===== config.mk =====
export PLATFORM = sky130hd
export DESIGN_NAME = clk_stop_gate
export DESIGN_NICKNAME = d
export VERILOG_FILES = /design/src/rtl/clk_gate_pkg.sv /design/src/rtl/stop_sync.sv /design/src/rtl/gate_ctrl.sv /design/src/rtl/clk_stop_gate.sv
export SDC_FILE = /design/constraint.sdc
export NUM_CORES = 1
export LEC_CHECK = 0
export ABC_AREA = 1
export BUFFER_PORTS_ARGS = -buffer_cell sky130_fd_sc_hd__buf_2
export CAP_MARGIN = 25
export CORE_MARGIN = 2
export CORE_UTILIZATION = 35
export CTS_CLUSTER_DIAMETER = 150
export CTS_CLUSTER_SIZE = 14
export DETAILED_ROUTE_END_ITERATION = 7
export PLACE_DENSITY_LB_ADDON = 0.1
export SYNTH_ARGS = -nofsm -noshare
export SYNTH_HDL_FRONTEND = slang
export SYNTH_SLANG_ARGS = --single-unit
export TNS_END_PERCENT = 100

===== constraint.sdc =====
create_clock -name clk -period 1.2 [get_ports clk]
set_clock_uncertainty 0.05 [all_clocks]
set_input_delay 0.24 -clock clk [delete_from_list [all_inputs] [get_ports clk]]
set_output_delay 0.24 -clock clk [all_outputs]
set_load 0.03 [all_outputs]

===== src/rtl/clk_gate_pkg.sv =====
`timescale 1ns/1ps
package clk_gate_pkg;

    // Gate controller states
    typedef enum logic [0:0] {
        GATE_PARK = 1'b0,
        GATE_RUN  = 1'b1
    } gate_state_e;

endpackage


===== src/rtl/stop_sync.sv =====
`timescale 1ns/1ps
module stop_sync #(
    parameter int STAGES = 2
) (
    input  logic clk,
    input  logic rst_n,
    input  logic async_in,
    output logic sync_out
);

    logic [STAGES-1:0] chain;

    generate
        if (STAGES == 1) begin : g_single
            always_ff @(posedge clk or negedge rst_n) begin
                if (!rst_n) chain <= '0;
                else        chain <= async_in;
            end
        end else begin : g_multi
            always_ff @(posedge clk or negedge rst_n) begin
                if (!rst_n) chain <= '0;
                else        chain <= {chain[STAGES-2:0], async_in};
            end
        end
    endgenerate

    // Reset value 0 means "stopped" until the request propagates
    assign sync_out = chain[STAGES-1];

endmodule


===== src/rtl/gate_ctrl.sv =====
`timescale 1ns/1ps
module gate_ctrl
    import clk_gate_pkg::*;
(
    input  logic clk,
    input  logic rst_n,
    input  logic want,
    output logic clk_o,
    output logic run_o
);

    gate_state_e state, state_nx;

    // Next-state logic
    always_comb begin
        state_nx = state;
        unique case (state)
            GATE_PARK: if (want)  state_nx = GATE_RUN;
            GATE_RUN:  if (!want) state_nx = GATE_PARK;
        endcase
    end

    // State register on the falling edge: the gate only moves while clk is low
    always_ff @(negedge clk or negedge rst_n) begin
        if (!rst_n) state <= GATE_PARK;
        else        state <= state_nx;
    end

    // Outputs
    always_comb begin
        run_o = (state == GATE_RUN);
        clk_o = clk & run_o;
    end

    assert_gate_opens_R7: assert property (@(negedge clk) disable iff (!rst_n)
        want |=> run_o);
    assert_gate_parks_R7: assert property (@(negedge clk) disable iff (!rst_n)
        !want |=> !run_o);

endmodule


===== src/rtl/clk_stop_gate.sv =====
`timescale 1ns/1ps
module clk_stop_gate #(
    parameter int N_PAIR    = 3,
    parameter int N_GRP     = 7,
    parameter int PAIR_SYNC = 2,
    parameter int GRP_SYNC  = 1
) (
    input  logic              clk,
    input  logic              rst_n,
    input  logic              stop_n,
    input  logic [N_PAIR-1:0] en_pair,
    input  logic [N_GRP-1:0]  en_grp,
    input  logic              en_free,
    output logic [N_PAIR-1:0] pair_t,
    output logic [N_PAIR-1:0] pair_c,
    output logic [N_GRP-1:0]  grp_clk,
    output logic              free_clk
);

    logic              pair_go;
    logic              grp_go;
    logic [N_PAIR-1:0] pair_run;
    logic [N_GRP-1:0]  grp_run;
    logic              free_run;

    stop_sync #(.STAGES(PAIR_SYNC)) u_sync_pair (
        .clk(clk), .rst_n(rst_n), .async_in(stop_n), .sync_out(pair_go)
    );

    stop_sync #(.STAGES(GRP_SYNC)) u_sync_grp (
        .clk(clk), .rst_n(rst_n), .async_in(stop_n), .sync_out(grp_go)
    );

    generate
        for (genvar i = 0; i < N_PAIR; i++) begin : g_pair
            gate_ctrl u_gate (
                .clk(clk), .rst_n(rst_n),
                .want(pair_go & en_pair[i]),
                .clk_o(pair_t[i]), .run_o(pair_run[i])
            );
        end
        for (genvar j = 0; j < N_GRP; j++) begin : g_grp
            gate_ctrl u_gate (
                .clk(clk), .rst_n(rst_n),
                .want(grp_go & en_grp[j]),
                .clk_o(grp_clk[j]), .run_o(grp_run[j])
            );
        end
    endgenerate

    // Free-running output: no stop term in its request
    gate_ctrl u_free (
        .clk(clk), .rst_n(rst_n),
        .want(en_free),
        .clk_o(free_clk), .run_o(free_run)
    );

    // Complement parks high whenever the true half parks low
    assign pair_c = ~pair_t;

    assert_pair_parks_R4: assert property (@(negedge clk) disable iff (!rst_n)
        !pair_go |=> (pair_run == '0));
    assert_grp_parks_R5: assert property (@(negedge clk) disable iff (!rst_n)
        !grp_go |=> (grp_run == '0));
    assert_free_runs_R8: assert property (@(negedge clk) disable iff (!rst_n)
        en_free |=> free_run);

endmodule


==> results by group <==
Run status
  • Outcome: finished, violations left
  • Failing checks: setup timing

Power
  • Leak pwr: between 0.6 and 0.7 nW
  • Clock Power Share: between 70% and 80%
  • Power per Cell Area: roughly 2500 nW/um^2
  • P_sw: between 0.9 and 1 mW
  • Seq pwr share: between 10% and 20%
  • Total power: 2.43 mW
  • Internal power: 1.50 mW
  • Sw frac: a little under two fifths
  • Gate power share: roughly 2%
  • Maximum VDD drop: between 1 and 1.5 mV

Clocking
  • Postcts setup bufs: 0
  • Worst-path clk slew: 80 ps
  • Clock latency on the worst-skew pair: 370 ps
  • CTS tree: built

Floorplan
  • Die Height: about 45 um
  • Core area: about 1500 um^2
  • Row cnt: 14
  • IO Pins: 28
  • Die X: around 45 um
  • Starting Density: between 30% and 40%
  • Die footprint: between 2000 and 2500 um^2

Detailed routing
  • Pre-antenna DRT Iters: 3
  • DRT iter0 DRCs: 4
  • Drt total wl: between 1000 and 1500 um
  • Vias: 470
  • Vias/cell: ~4.0
  • Final antenna-violating net count: 0
  • Drt wl/cell: 10.4 um
  • # DRC: 0

STA
  • RSZ-0062 raised after global routing: true
  • Final hold slack: approximately 250 ps
  • PnR worst setup slack: -867 ps
  • Worst slew pin tran: about 280 ps
  • Final hold viol count: 0
  • Headroom to the max-slew limit: between 80% and 90%
  • # setup viols final: 35
  • Post-Route Setup TNS: -12130 ps
  • Slew Limit Fails: 0

Cells and area
  • Register area: roughly 330 um^2
  • Final Instance Area: 970 um^2
  • Fillers: between 100 and 150
  • Final Util: a little over three fifths
  • Share of cells above drive strength 1: between 50 and 60%
  • Area of the multi-input gates: 101 um^2
  • Number of antenna repair diodes: 0
  • Final non-filler cell total: between 100 and 150
  • NumNets Final: ~120
  • Syn-to-layout area delta: 66.0%

Setup path
  • Setup crit end kind: output port
  • Worst path slowest cell: dfrtn_1
  • Worst Setup Start Kind: flop
  • Worst Path Arrival: roughly 1800 ps
  • Max Fanout on Critical Path: 2
  • WP buf/inv: 3
  • Critical Path RT: 910 ps
  • Worst path top cell family by delay: flip-flops
  • Crit. Startpoint: g_pair[2].u_gate.run_o$_DFF_NN0_
  • Largest stage delay, worst path: around 450 ps
  • CP cell instances: nand2_4 > buf_8 > clkinv_4 > buf_6
  • Worst flop-to-flop path startpoint: u_sync_pair.chain[0]$_DFF_PN0_
  • CP Class: reg -> out
  • R2R setup slack: -190 ps

Synth
  • Synth Cell Area: around 580 um^2
  • Count of state elements after synthesis: 13
  • Fraction of the yosys area taken by sequential cells: between 50% and 60%
  • Synthesized instance count: 66
  • Ys Warns: 0
  • Synth unique cells: 7
  • Syn nets: 80
  • Syn avg cell area: approximately 8.9 um^2

Place
  • Placed cells: 99
  • Pre-CTS WS: -361 ps
  • Detailed Place HPWL: roughly 600 um
  • IO buf count: 27
  • Routability congestion estimate: between 0.5 and 0.6
  • Placed inst area: 668 um^2

Global route
  • Largest net degree at the start of global routing: 14
  • Total GRT Usage: 15.8%
  • GR Overflow Total: 0
  • Initial antenna violation count: 0
  • First-pass GRT wire length: roughly 2000 um
  • Vias in the first global route: roughly 650

Worst hold path
  • HP Class: in -> async

Job
  • Max cap viols: 0
-- worst paths after layout --
| path | end | cells past startpoint |
|---|---|---|
| max in group asynchronous | g_grp[2].u_gate.run_o$_DFF_NN0_ | 2 |
| min | u_sync_pair.chain[0]$_DFF_PN0_ | 2 |
| min reg2reg | u_sync_pair.chain[1]$_DFF_PN0_ | 1 |
| max | pair_t[2] | 4 |
| min in group clk | u_free.run_o$_DFF_NN0_ | 1 |
| max reg2reg | g_grp[5].u_gate.run_o$_DFF_NN0_ | 2 |
-- metal layers --
metal  up-vias  wire length (um)  global-route usage (%)
met5         -                 0                       0
met1       202               407                    9.02
met2        24               683                    17.1
met3         6                94                    17.6
li1        238                 -                       -
met4         0                40                    29.4
-- cells in the final DEF (no fill, tap or decap) --
cell type,instances
clkbuf_1,1
inv_1,15
nand2_4,3
buf_8,5
clkinv_4,2
inv_2,4
buf_6,15
buf_2,13
clkbuf_4,6
nand2_1,18
dfrtn_1,11
dlygate4sd3_1,2
buf_4,2
clkbuf_8,3
dfrtp_1,2
-- cell type report --
type	count	share of cell area (%)
clock buffer	31	35.2
sequential	13	33.5
multi-input combinational	21	10.5
timing repair buffer	16	9.55
clock inverter	11	5.29
inverter	10	3.87
tap	16	2.06
-- sequential cells by signal (all words and copies together) (netlist names) --
register and cells:
g_pair.u_gate.run_o 3, u_free.run_o 1, g_grp.u_gate.run_o 7, u_sync_pair.chain 2
-- power by group through the flow --
stage                     sequential, mW  clock, mW  combinational (mW)
after detailed placement           0.484      0.547              0.0440
after global routing               0.479       2.04              0.0565
after CTS                          0.477       1.86              0.0490
final                              0.476       1.90              0.0482
after floorplan                    0.481      0.883              0.0118
after global placement             0.483      0.547              0.0431
-- synth_stat cells --
cell | instances | area (um^2)
buf_4 | 10 | 75.1
buf_6 | 1 | 11.3
dfrtn_1 | 11 | 275
dfrtp_1 | 2 | 50.1
inv_1 | 21 | 78.8
nand2_1 | 19 | 71.3
nand2_4 | 2 | 22.5
-- cell families after synthesis --
family                 after synthesis  share of synthesized area, %
AND/OR/NAND/NOR                     21                          16.1
buffers and inverters               32                          28.3
flip-flops                          13                          55.7
-- timing repair --
action / CTS / global route
pin swaps: 3 / 4
endpoints found under the hold margin: 3 / 0
hold buffers: 2 / 0
resized for setup: 33 / 14
setup endpoints to repair: 35 / 35
(Power assumes the default switching activity.)
